## src/rtl/ctx_pkg.sv

```systemverilog
package ctx_pkg;
    localparam int unsigned FRAME_DATA_W   = 9;
    localparam int unsigned RX_SYNC_STAGES = 2;

    typedef struct packed {
        logic samp_tmr;
        logic auto_off;
        logic start_on_rx;
        logic rx_inv;
    } ctx_mode_t;
endpackage

```

## src/rtl/ctx_sync.sv

```systemverilog
module ctx_sync #(
    parameter int unsigned STAGES = 2
) (
    input  logic clk,
    input  logic rst_n,
    input  logic rxd_i,
    output logic lvl_o,
    output logic rise_o,
    output logic fall_o
);
    logic [STAGES-1:0] chain_d, chain_q;
    logic              prev_d, prev_q;

    always_comb begin
        chain_d[0] = rxd_i;
        for (int i = 1; i < STAGES; i++) begin
            chain_d[i] = chain_q[i-1];
        end
        prev_d = chain_q[STAGES-1];
    end

    always_ff @(posedge clk or negedge rst_n) begin
        if (!rst_n) begin
            chain_q <= '1;
            prev_q  <= 1'b1;
        end else begin
            chain_q <= chain_d;
            prev_q  <= prev_d;
        end
    end

    assign lvl_o  = chain_q[STAGES-1];
    assign rise_o = chain_q[STAGES-1] & ~prev_q;
    assign fall_o = ~chain_q[STAGES-1] & prev_q;
endmodule

```

## src/rtl/ctx_cmp.sv

```systemverilog
module ctx_cmp (
    input  logic             tick_i,
    input  logic             tmr_stb_i,
    input  ctx_pkg::ctx_mode_t mode_i,
    input  logic             sending_i,
    input  logic             txd_i,
    input  logic             rx_lvl_i,
    output logic             conflict_o
);
    logic sample_pt;

    always_comb begin
        sample_pt  = mode_i.samp_tmr ? tmr_stb_i : tick_i;
        conflict_o = sending_i & sample_pt & (txd_i ^ rx_lvl_i);
    end
endmodule

```

## src/rtl/ctx_core.sv

```systemverilog
module ctx_core #(
    parameter int unsigned DATA_W = 9
) (
    input  logic               clk,
    input  logic               rst_n,
    input  logic               tick_i,
    input  logic               wr_stb_i,
    input  logic [DATA_W-1:0]  wr_data_i,
    input  logic               te_wr_i,
    input  logic               te_val_i,
    input  logic               irq_clr_i,
    input  ctx_pkg::ctx_mode_t mode_i,
    input  logic               rx_rise_i,
    input  logic               rx_fall_i,
    input  logic               conflict_i,
    output logic               txd_o,
    output logic               irq_o,
    output logic               te_o,
    output logic               busy_o,
    output logic               sending_o
);
    localparam int unsigned STOP_IDX = DATA_W + 1;
    localparam int unsigned IDX_W    = $clog2(STOP_IDX + 1);
    localparam logic [IDX_W-1:0] LAST_IDX = IDX_W'(STOP_IDX);

    typedef struct packed {
        logic              sending;
        logic [IDX_W-1:0]  idx;
        logic [DATA_W-1:0] shreg;
        logic [DATA_W-1:0] hold;
        logic              loaded;
        logic              te;
        logic              txd;
        logic              irq;
    } core_t;

    core_t st_d, st_q;
    logic  trig_edge;
    logic  go;
    logic  busy_w;

    always_comb begin
        st_d      = st_q;
        busy_w    = st_q.loaded | st_q.sending;
        trig_edge = mode_i.rx_inv ? rx_rise_i : rx_fall_i;
        go        = st_q.te & st_q.loaded & ~st_q.sending &
                    (mode_i.start_on_rx ? trig_edge : tick_i);

        if (te_wr_i) begin
            st_d.te = te_val_i;
        end
        if (wr_stb_i && !busy_w) begin
            st_d.hold   = wr_data_i;
            st_d.loaded = 1'b1;
        end

        if (go) begin
            st_d.sending = 1'b1;
            st_d.idx     = '0;
            st_d.shreg   = st_q.hold;
            st_d.loaded  = 1'b0;
            st_d.txd     = 1'b0;
        end else if (st_q.sending && tick_i) begin
            if (st_q.idx == LAST_IDX) begin
                st_d.sending = 1'b0;
                st_d.idx     = '0;
                st_d.txd     = 1'b1;
            end else begin
                st_d.idx = st_q.idx + 1'b1;
                if (st_q.idx + 1'b1 == LAST_IDX) begin
                    st_d.txd = 1'b1;
                end else begin
                    st_d.txd   = st_q.shreg[0];
                    st_d.shreg = st_q.shreg >> 1;
                end
            end
        end

        if (irq_clr_i) begin
            st_d.irq = 1'b0;
        end
        if (conflict_i) begin
            st_d.irq = 1'b1;
            if (mode_i.auto_off) begin
                st_d.te      = 1'b0;
                st_d.sending = 1'b0;
                st_d.idx     = '0;
                st_d.txd     = 1'b1;
            end
        end
    end

    always_ff @(posedge clk or negedge rst_n) begin
        if (!rst_n) begin
            st_q     <= '0;
            st_q.txd <= 1'b1;
        end else begin
            st_q <= st_d;
        end
    end

    assign txd_o     = st_q.txd;
    assign irq_o     = st_q.irq;
    assign te_o      = st_q.te;
    assign busy_o    = st_q.loaded | st_q.sending;
    assign sending_o = st_q.sending;
endmodule

```

## src/rtl/conflict_tx.sv

```systemverilog
module conflict_tx #(
    parameter int unsigned DATA_W      = ctx_pkg::FRAME_DATA_W,
    parameter int unsigned SYNC_STAGES = ctx_pkg::RX_SYNC_STAGES
) (
    input  logic              clk,
    input  logic              rst_n,
    input  logic              tick,
    input  logic              wr_stb,
    input  logic [DATA_W-1:0] wr_data,
    input  logic              te_wr,
    input  logic              te_wdata,
    input  logic              irq_clr,
    input  logic              tmr_stb,
    input  logic              rxd,
    input  logic              samp_tmr,
    input  logic              auto_off,
    input  logic              start_on_rx,
    input  logic              rx_inv,
    output logic              txd,
    output logic              irq,
    output logic              te,
    output logic              busy
);
    ctx_pkg::ctx_mode_t mode;
    logic rx_lvl, rx_rise, rx_fall;
    logic sending, conflict;

    assign mode = '{samp_tmr: samp_tmr, auto_off: auto_off,
                    start_on_rx: start_on_rx, rx_inv: rx_inv};

    ctx_sync #(.STAGES(SYNC_STAGES)) u_sync (
        .clk    (clk),
        .rst_n  (rst_n),
        .rxd_i  (rxd),
        .lvl_o  (rx_lvl),
        .rise_o (rx_rise),
        .fall_o (rx_fall)
    );

    ctx_cmp u_cmp (
        .tick_i     (tick),
        .tmr_stb_i  (tmr_stb),
        .mode_i     (mode),
        .sending_i  (sending),
        .txd_i      (txd),
        .rx_lvl_i   (rx_lvl),
        .conflict_o (conflict)
    );

    ctx_core #(.DATA_W(DATA_W)) u_core (
        .clk        (clk),
        .rst_n      (rst_n),
        .tick_i     (tick),
        .wr_stb_i   (wr_stb),
        .wr_data_i  (wr_data),
        .te_wr_i    (te_wr),
        .te_val_i   (te_wdata),
        .irq_clr_i  (irq_clr),
        .mode_i     (mode),
        .rx_rise_i  (rx_rise),
        .rx_fall_i  (rx_fall),
        .conflict_i (conflict),
        .txd_o      (txd),
        .irq_o      (irq),
        .te_o       (te),
        .busy_o     (busy),
        .sending_o  (sending)
    );
endmodule

```

## config.mk

```make
export PLATFORM = sky130hd
export DESIGN_NAME = conflict_tx
export DESIGN_NICKNAME = d
export VERILOG_FILES = /design/src/rtl/ctx_pkg.sv /design/src/rtl/ctx_sync.sv /design/src/rtl/ctx_cmp.sv /design/src/rtl/ctx_core.sv /design/src/rtl/conflict_tx.sv
export SDC_FILE = /design/constraint.sdc
export NUM_CORES = 1
export LEC_CHECK = 0
export BUFFER_PORTS_ARGS = -buffer_cell sky130_fd_sc_hd__buf_2
export CORE_MARGIN = 3
export CORE_UTILIZATION = 25
export DETAILED_ROUTE_END_ITERATION = 10
export GPL_TIMING_DRIVEN = 0
export PLACE_DENSITY = 0.47
export SLEW_MARGIN = 40
export SYNTH_ARGS = -nofsm -noshare
export SYNTH_HDL_FRONTEND = slang
export SYNTH_HIERARCHICAL = 1
export SYNTH_SLANG_ARGS = --single-unit
```

## constraint.sdc

```tcl
create_clock -name clk -period 2.25 [get_ports clk]
set_input_delay 0.1125 -clock clk [delete_from_list [all_inputs] [get_ports clk]]
set_output_delay 0.1125 -clock clk [all_outputs]
set_load 0.01 [all_outputs]
```

==> flow_metrics.env, run 1 <==
export IMPL_nets=173
export IMPL_design_area_um2=1780
export IMPL_rr_worst_depth=6
export IMPL_grt_overflow=0
export IMPL_yosys_warnings=6
export IMPL_skew_ps=5.47
export IMPL_rsz0062_at_grt="no"
export IMPL_final_cells=219
export IMPL_holdPathStages=2
export IMPL_wl_um=2790
export IMPL_coreArea_um2=5270
export IMPL_power_per_cell_area_nw_per_um2=1190
export IMPL_register_area_um2=756
export IMPL_critPathLaunchType="register"
export IMPL_cts_clk_slew_worst_paths_ps=60
export IMPL_syn_area_per_cell_um2=12.3
export IMPL_via_per_inst=4.53
export IMPL_gp_congestion=0.761
export IMPL_synth_seq_cells=30
export IMPL_clock_path_buffers=2
export IMPL_total_power_mw=2.13
export IMPL_die_h_um=80.9
export IMPL_layout_common_cells="buf_2 (26), dfrtp_1 (26), mux2_2 (17)"
export IMPL_yosys_top_cells_area="dfrtp_1 (46%), mux2_2 (14%), dfstp_2 (7.5%)"
export IMPL_worst_pin_slew_ps=666
export IMPL_tns_ps=0
export IMPL_r2r_slack_ps=140
export IMPL_maxUsedRoutingLayer="met4"
export IMPL_holdPathEnd="u_core/sending_o$_DFF_PN0_"
export IMPL_relSlewSlack_pct=55.6
export IMPL_cp_max_fo=9
export IMPL_dr_first_iter_drc_count=23
export IMPL_remaining_drc_errors=0
export IMPL_min_period_ps=2110
export IMPL_cts_buffers=5
export IMPL_grt_pass1_wl_um=4930
export IMPL_grt_pass1_vias=1033
export IMPL_track_usage_pct=9.71
export IMPL_rr_startpoint="u_core/st_q[22]$_DFF_PN0_"
export IMPL_diodes=0
export IMPL_dp_hpwl_um=2010
export IMPL_slew_viol_final=0
export IMPL_hold_violations=0
export IMPL_ys_types=35
export IMPL_synthCells=114
export IMPL_hold_path_startpoint="auto_off"
export IMPL_hold_path_class="input pin to register"
export IMPL_cts_tree="yes"
export IMPL_met3_length_um=137
export IMPL_htreeDepth=2
export IMPL_wl_per_cell_um=12.8
export IMPL_io_pins=26
export IMPL_grt_max_degree=31
export IMPL_rr_endpoint="u_core/st_q[17]$_DFFE_PN0P_"
export IMPL_setup_viol=0
export IMPL_synth_fp_nets=139
export IMPL_wl_met2_um=1360
export IMPL_outcome="finished, final reports clean"
export IMPL_start_util_pct=26.6
export IMPL_met1_length_um=1270
export IMPL_clock_sinks=30
export IMPL_dieArea_um2=6540
export IMPL_cp_arrival_ps=2270
export IMPL_fp_dieW_um=80.9
export IMPL_ys_seq_area_share_pct=53.9
export IMPL_rows=26
export IMPL_fillCellCount=555
export IMPL_firstDrtPassIters=4
export IMPL_ant_nets=0
export IMPL_syn_area_um2=1400
export IMPL_multi_input_area_um2=624
export IMPL_clk_latency_ps=280
export IMPL_antenna_found_initial=0
export IMPL_critPathKind="register to register"
export IMPL_maxCapViolCount=0
export IMPL_ir_drop_v=0.000544
export IMPL_cp_required_ps=2410
export IMPL_final_util_pct=33.8
export IMPL_finalCritPeriodShare_pct=93.8
export IMPL_synthToLayoutAreaGrowth_pct=27.1
export IMPL_max_freq_ghz=0.474
export IMPL_post_synth_top_area_cell="dfrtp_1"
export IMPL_vias=992
export IMPL_post_dp_cell_area_um2=1620
export IMPL_placement_io_buffers=25
export IMPL_root_buffer="clkbuf_8"
export IMPL_synth_top_cell_area_share_pct=46.4
export IMPL_placedCellCount=209
export IMPL_drive_gt1_share_pct=41.6
export IMPL_p_leak_nw=0.847
export IMPL_cp_end_kind="register"
-- sequential cells by signal, indices dropped and copies added, names as in the netlist --
register,flops
u_core/st_q,23
u_sync/chain_q,2
u_core/irq_o,1
u_core/sending_o,1
u_core/te_o,1
u_core/txd_o,1
u_sync/prev_q,1
-- power breakdown --
part	internal, mW	switching, mW
clock	0.472	0.203
combinational	0.297	0.260
sequential	0.750	0.146
total	1.52	0.608
-- layout make-up --
class | count | share of cell area (%)
Sequential cell | 30 | 42.4
Multi-Input combinational cell | 77 | 35.0
Timing Repair Buffer | 27 | 8.14
Tap cell | 70 | 4.91
Clock buffer | 6 | 4.63
Clock inverter | 2 | 3.37
Inverter | 5 | 1.05
Buffer | 2 | 0.491
-- cell usage after synthesis --
master and number:
dfrtp_1 26, mux2_2 17, a22o_1 8, a21oi_1 7, nand2_1 6, nor2_1 6, inv_1 5, dfstp_2 4
ha_1 3, nor3_1 3, o21ai_0 3, a21o_1 2, mux2i_1 2, a211oi_1 1, a21boi_0 1, and2_1 1
and2b_2 1, and3_1 1, and3b_1 1, and3b_2 1, and4bb_1 1, buf_2 1, clkbuf_1 1, mux2_1 1
nor2_2 1, nor2b_1 1, nor4_1 1, o2111a_1 1, o211ai_1 1, o21bai_4 1, o31ai_1 1, or2_2 1
or3_1 1, or3_4 1, xor2_1 1
-- stage by stage --
step,setup slack [ps],hold WS (ps)
detailed placement,68.1,192
global route,31.0,47.7
floorplan,333,-183
global placement,40.5,189
CTS,55.5,45.1
finish,138,58.8
-- how the worst max path moves through the flow --
stage | from | end | slack (ps) | cells after the start
detailed placement | u_sync/chain_q[1]$_DFF_PN1_ | u_core/st_q[17]$_DFFE_PN0P_ | 70 | 5
finish | u_core/st_q[22]$_DFF_PN0_ | u_core/st_q[17]$_DFFE_PN0P_ | 140 | 6
global route | u_core/st_q[22]$_DFF_PN0_ | u_core/st_q[15]$_DFFE_PN0P_ | 30 | 6
floorplan | u_core/st_q[22]$_DFF_PN0_ | u_core/st_q[13]$_DFFE_PN0P_ | 330 | 6
global placement | u_sync/chain_q[1]$_DFF_PN1_ | u_core/st_q[18]$_DFFE_PN0P_ | 40 | 5
CTS | u_sync/chain_q[1]$_DFF_PN1_ | u_core/st_q[17]$_DFFE_PN0P_ | 60 | 5
-- kinds of logic (layout without fill, tap and decap cells) --
logic type      count (synthesis)  count (layout)  share of synthesized area (%)
flops                          30              30                           53.9
simple gates                   27              27                           11.1
compound gates                 26              26                           13.9
mux                            20              20                           15.9
buf+inv                         7              42                           1.96
fa+ha+maj                       3               3                           2.68
xor+xnor                        1               1                          0.625
-- critical path, cell delays in order, from the launching register on --
cell and delay (ps):
dfrtp_1 460, inv_1 90, ha_1 210, and3b_2 240
or3_4 360, o21bai_4 270, mux2_2 370
-- layer usage --
metal | vias to the layer above | track usage [%]
met2 | 19 | 15.8
met1 | 492 | 12.1
met3 | 2 | 2.66
met5 | - | 0
li1 | 479 | -
met4 | 0 | 4.05
-- what timing repair did --
item | 4_1_cts | 5_1_grt
endpoints found under the hold margin | 27 | 0
hold buffers | 2 | 0
buffers inserted | 0 | 0
endpoints found under the setup margin | 0 | 12
gates resized for setup | 0 | 1
(Power assumes the default switching activity.)
==> inputs of run 2 (changes only) <==
==> constraint.sdc (replaced) <==
create_clock -name clk -period 2.7 [get_ports clk]
set_input_delay 0.135 -clock clk [delete_from_list [all_inputs] [get_ports clk]]
set_output_delay 0.135 -clock clk [all_outputs]
set_load 0.01 [all_outputs]
==> flow_metrics.env, run 2 (synthesis gave the netlist of run 1 again) <==
export IMPL_critPathLaunchType="register"
export IMPL_max_freq_ghz=0.459
export IMPL_power_per_cell_area_nw_per_um2=995
export IMPL_wl_um=2800
export IMPL_root_buffer="clkbuf_8"
export IMPL_pre_cts_ws_ps=518
export IMPL_grt_pass1_vias=1033
export IMPL_diodes=0
export IMPL_track_usage_pct=9.71
export IMPL_gp_congestion=0.761
export IMPL_maxCapViolCount=0
export IMPL_rows=26
export IMPL_setup_viol=0
export IMPL_rsz0062_at_grt="no"
export IMPL_fp_dieW_um=80.9
export IMPL_hold_path_startpoint="auto_off"
export IMPL_post_cts_buffers=0
export IMPL_drive_gt1_share_pct=40.9
export IMPL_via_per_inst=4.53
export IMPL_cts_buffers=5
export IMPL_cts_tree="yes"
export IMPL_reg_top3="u_core/st_q x23, u_sync/chain_q x2"
export IMPL_total_power_mw=1.77
export IMPL_largest_register_ff_count=23
export IMPL_skew_ps=5.47
export IMPL_cts_hold_buffers=2
export IMPL_wl_per_cell_um=12.8
export IMPL_grt_max_degree=31
export IMPL_placement_io_buffers=25
export IMPL_finalCritPeriodShare_pct=80.6
export IMPL_synthToLayoutAreaGrowth_pct=26.8
export IMPL_clock_sinks=30
export IMPL_top_register="u_core/st_q"
export IMPL_grt_pass1_wl_um=4930
export IMPL_dieArea_um2=6540
export IMPL_cts_resized=0
export IMPL_io_pins=26
export IMPL_firstDrtPassIters=4
export IMPL_coreArea_um2=5270
export IMPL_nets=173
export IMPL_p_leak_nw=0.846
export IMPL_ir_drop_v=0.000453
export IMPL_startpoint="u_sync/chain_q[1]$_DFF_PN1_"
export IMPL_ant_nets=0
export IMPL_slew_viol_final=0
export IMPL_layout_common_cells="buf_2 (26), dfrtp_1 (26), mux2_2 (17)"
export IMPL_hold_violations=0
export IMPL_setup_ws_ps=523
export IMPL_dr_first_iter_drc_count=23
export IMPL_cts_clk_slew_worst_paths_ps=60
export IMPL_worst_pin_slew_ps=685
export IMPL_cp_max_fo=9
export IMPL_remaining_drc_errors=0
export IMPL_min_period_ps=2180
export IMPL_antenna_found_initial=0
export IMPL_tns_ps=0
export IMPL_rr_startpoint="u_sync/chain_q[1]$_DFF_PN1_"
export IMPL_vias=992
export IMPL_cp_required_ps=2860
export IMPL_start_util_pct=26.6
export IMPL_clock_path_buffers=2
export IMPL_die_h_um=80.9
export IMPL_htreeDepth=2
export IMPL_critPathKind="register to register"
export IMPL_outcome="finished, final reports clean"
export IMPL_clk_latency_ps=280
export IMPL_cp_end_kind="register"
export IMPL_hold_path_class="input pin to register"
export IMPL_relSlewSlack_pct=54.1
export IMPL_cp_arrival_ps=2340
export IMPL_grt_overflow=0
export IMPL_dp_hpwl_um=2010
[run 2: cell types whose count changed in the layout (fill, tap and decap cells not counted)]
cell | before | now
a211oi_2 | 1 | 0
a211oi_1 | 0 | 1
[run 2: final cells by class]
class                           count  area, µm²
Buffer                              2       8.76
Fill cell                         555       3490
Tap cell                           70       87.6
Multi-Input combinational cell     77        619
Clock buffer                        6       82.6
Clock inverter                      2       60.1
Timing Repair Buffer               27        145
Inverter                            5       18.8
Sequential cell                    30        756
[run 2: through the flow]
step | cell area, µm² | hold slack, ps | utilization [%] | cells
2_1_floorplan | 1400 | -161 | - | 114
3_3_place_gp | 1620 | 211 | 30.7 | 209
3_5_place_dp | 1620 | 214 | 30.7 | 209
4_1_cts | 1780 | 67.6 | 33.7 | 219
5_1_grt | 1780 | 70.2 | 33.7 | 219
6_report | 1780 | 81.4 | 33.7 | 219
[run 2: report_power, final]
group / total, mW / switching, mW / internal [mW] / leakage [nW]
sequential: 0.745 / 0.120 / 0.625 / 0.374
clock: 0.562 / 0.169 / 0.394 / 0.0714
combinational: 0.462 / 0.216 / 0.247 / 0.401
[run 2: path summary, 6_finish.rpt]
kind	end	slack (ps)	depth (start not counted)
min	u_core/sending_o$_DFF_PN0_	80	2
min in group asynchronous	u_core/te_o$_DFF_PN0_	430	2
min reg2reg	u_sync/chain_q[1]$_DFF_PN1_	360	0
max reg2reg	u_core/st_q[17]$_DFFE_PN0P_	520	5
max in group asynchronous	u_core/st_q[7]$_DFFE_PN0P_	1840	2
max	u_core/st_q[17]$_DFFE_PN0P_	520	5
[run 2: worst max-delay path, stage by stage (launching register included)]
cell and delay (ps):
dfstp_2 550, nor2b_1 120, mux2i_1 80, a211oi_1 610, o21bai_4 330, mux2_2 370
[run 2: metal layers]
metal	GRT usage (%)	share of wire (%)	vias up
met5	0	0	-
met4	4.05	0.96	0
met3	2.66	4.9	2
met2	15.8	48	19
met1	12.1	46	492
li1	-	-	479
==> inputs of run 3 (changes only) <==
==> constraint.sdc (replaced) <==
create_clock -name clk -period 2.2 [get_ports clk]
set_input_delay 0.11 -clock clk [delete_from_list [all_inputs] [get_ports clk]]
set_output_delay 0.11 -clock clk [all_outputs]
set_load 0.01 [all_outputs]
==> flow_metrics.env, run 3 (synthesis gave the netlist of run 1 again) <==
export IMPL_outcome="finished, final reports clean"
export IMPL_cp_required_ps=2360
export IMPL_remaining_drc_errors=0
export IMPL_cpMaxStageDelayCell="dfrtp_1"
export IMPL_grt_max_degree=31
export IMPL_fillCellCount=555
export IMPL_placedCellCount=209
export IMPL_slew_viol_final=0
export IMPL_ir_drop_v=0.000554
export IMPL_gp_congestion=0.761
export IMPL_drive_gt1_share_pct=42.0
export IMPL_cts_tree="yes"
export IMPL_relSlewSlack_pct=55.8
export IMPL_max_freq_ghz=0.477
export IMPL_grt_pass1_wl_um=4930
export IMPL_cp_arrival_ps=2260
export IMPL_final_cells=220
export IMPL_top_register="u_core/st_q"
export IMPL_rr_startpoint="u_core/st_q[22]$_DFF_PN0_"
export IMPL_holdWs_ps=56.4
export IMPL_cp_max_fo=7
export IMPL_power_per_cell_area_nw_per_um2=1220
export IMPL_clock_sinks=30
export IMPL_multi_input_area_um2=636
export IMPL_via_per_inst=4.55
export IMPL_dp_hpwl_um=2010
export IMPL_grt_overflow=0
export IMPL_rr_worst_depth=6
export IMPL_antenna_found_initial=0
export IMPL_finalCritPeriodShare_pct=95.4
export IMPL_worst_pin_slew_ps=663
export IMPL_wl_um=2840
export IMPL_coreArea_um2=5270
export IMPL_min_period_ps=2100
export IMPL_cts_buffers=5
export IMPL_rsz0062_at_grt="no"
export IMPL_grt_pass1_vias=1033
export IMPL_setup_viol=0
export IMPL_total_power_mw=2.19
export IMPL_track_usage_pct=9.71
export IMPL_r2r_slack_ps=100
export IMPL_dr_first_iter_drc_count=24
export IMPL_io_pins=26
export IMPL_firstDrtPassIters=3
export IMPL_ant_nets=0
export IMPL_max_stage_delay_ps=460
export IMPL_nets=174
export IMPL_rr_endpoint="u_core/st_q[17]$_DFFE_PN0P_"
export IMPL_skew_ps=5.19
export IMPL_hold_path_class="input pin to register"
export IMPL_htreeDepth=2
export IMPL_cp_end_kind="register"
export IMPL_synthToLayoutAreaGrowth_pct=27.9
export IMPL_fp_dieW_um=80.9
export IMPL_die_h_um=80.9
export IMPL_p_leak_nw=0.852
export IMPL_clock_path_buffers=2
export IMPL_start_util_pct=26.6
export IMPL_largest_register_ff_count=23
export IMPL_holdPathStages=2
export IMPL_maxCapViolCount=0
export IMPL_layout_common_cells="buf_2 (26), dfrtp_1 (26), mux2_2 (17)"
export IMPL_rows=26
export IMPL_clk_latency_ps=280
export IMPL_placement_io_buffers=25
export IMPL_root_buffer="clkbuf_8"
export IMPL_critPathKind="register to register"
export IMPL_hold_violations=0
export IMPL_cp_cell_sequence="inv_1 -> ha_1 -> and3b_2 -> or3_4 -> o21bai_2 -> mux2_2"
export IMPL_vias=1000
export IMPL_holdPathEnd="u_core/sending_o$_DFF_PN0_"
export IMPL_diodes=0
export IMPL_cts_clk_slew_worst_paths_ps=60
export IMPL_critPathLaunchType="register"
export IMPL_hold_path_startpoint="auto_off"
export IMPL_wl_per_cell_um=12.9
export IMPL_reg_top3="u_core/st_q x23, u_sync/chain_q x2"
export IMPL_dieArea_um2=6540
export IMPL_post_cts_buffers=0
export IMPL_register_area_um2=756
## run 3: changes by cell type in the layout (fill, tap and decap cells not counted), sizes merged
cell,delta
o21bai,+1
## run 3: worst max-delay path by stage
stage          depth (start not counted)  slack, ps                         from                          end
6_report                               6        100    u_core/st_q[22]$_DFF_PN0_  u_core/st_q[17]$_DFFE_PN0P_
3_5_place_dp                           5         20  u_sync/chain_q[1]$_DFF_PN1_  u_core/st_q[17]$_DFFE_PN0P_
4_1_cts                                5          6  u_sync/chain_q[1]$_DFF_PN1_  u_core/st_q[17]$_DFFE_PN0P_
2_1_floorplan                          6        280    u_core/st_q[22]$_DFF_PN0_  u_core/st_q[13]$_DFFE_PN0P_
5_1_grt                                6         20    u_core/st_q[22]$_DFF_PN0_  u_core/st_q[17]$_DFFE_PN0P_
3_3_place_gp                           5         -9  u_sync/chain_q[1]$_DFF_PN1_  u_core/st_q[18]$_DFFE_PN0P_
## run 3: critical path, delay by kind of cell, from the launching register on
kind	cells	cell delay, ps
simple gates	2	620
flops	1	460
mux	1	360
compound gates	1	250
fa+ha+maj	1	210
buf+inv	1	90
## run 3: area by class of cell
class,instances,area share (%)
flip-flops and latches,30,42.1
clock buffers,6,4.60
repair buffers,27,8.09
clock inverters,2,3.35
inverters,5,1.05
plain buffers,2,0.488
multi-input cells,78,35.4
well taps,70,4.88
## run 3: routing by layer
layer	track usage (%)	up-vias	part of all wire, %	wire length, µm
li1	-	483	-	-
met1	12.1	496	46	1310
met2	15.8	19	48	1360
met3	2.66	2	4.8	137
met4	4.05	0	0.95	27
met5	0	-	0	0
## run 3: timing repair
action | CTS | global route
gates resized for setup | 0 | 1
hold endpoints to repair | 27 | 0
setup endpoints to repair | 0 | 12
hold buffers | 2 | 0
## run 3: power by group
group          total, mW  switching, mW  internal [mW]
logic              0.580          0.269          0.311
registers          0.915          0.148          0.767
clock network      0.690          0.207          0.483
total               2.19          0.624           1.56
## run 3: metrics by stage
stage / instance area (µm²) / setup TNS (ps) / setup WS, ps / util (%)
2_1_floorplan: 1400 / 0 / 283 / -
4_1_cts: 1780 / 0 / 5.50 / 33.7
3_3_place_gp: 1620 / -53.2 / -9.46 / 30.7
5_1_grt: 1790 / 0 / 23.3 / 34.0
3_5_place_dp: 1620 / 0 / 18.1 / 30.7
6_report: 1790 / 0 / 102 / 34.0
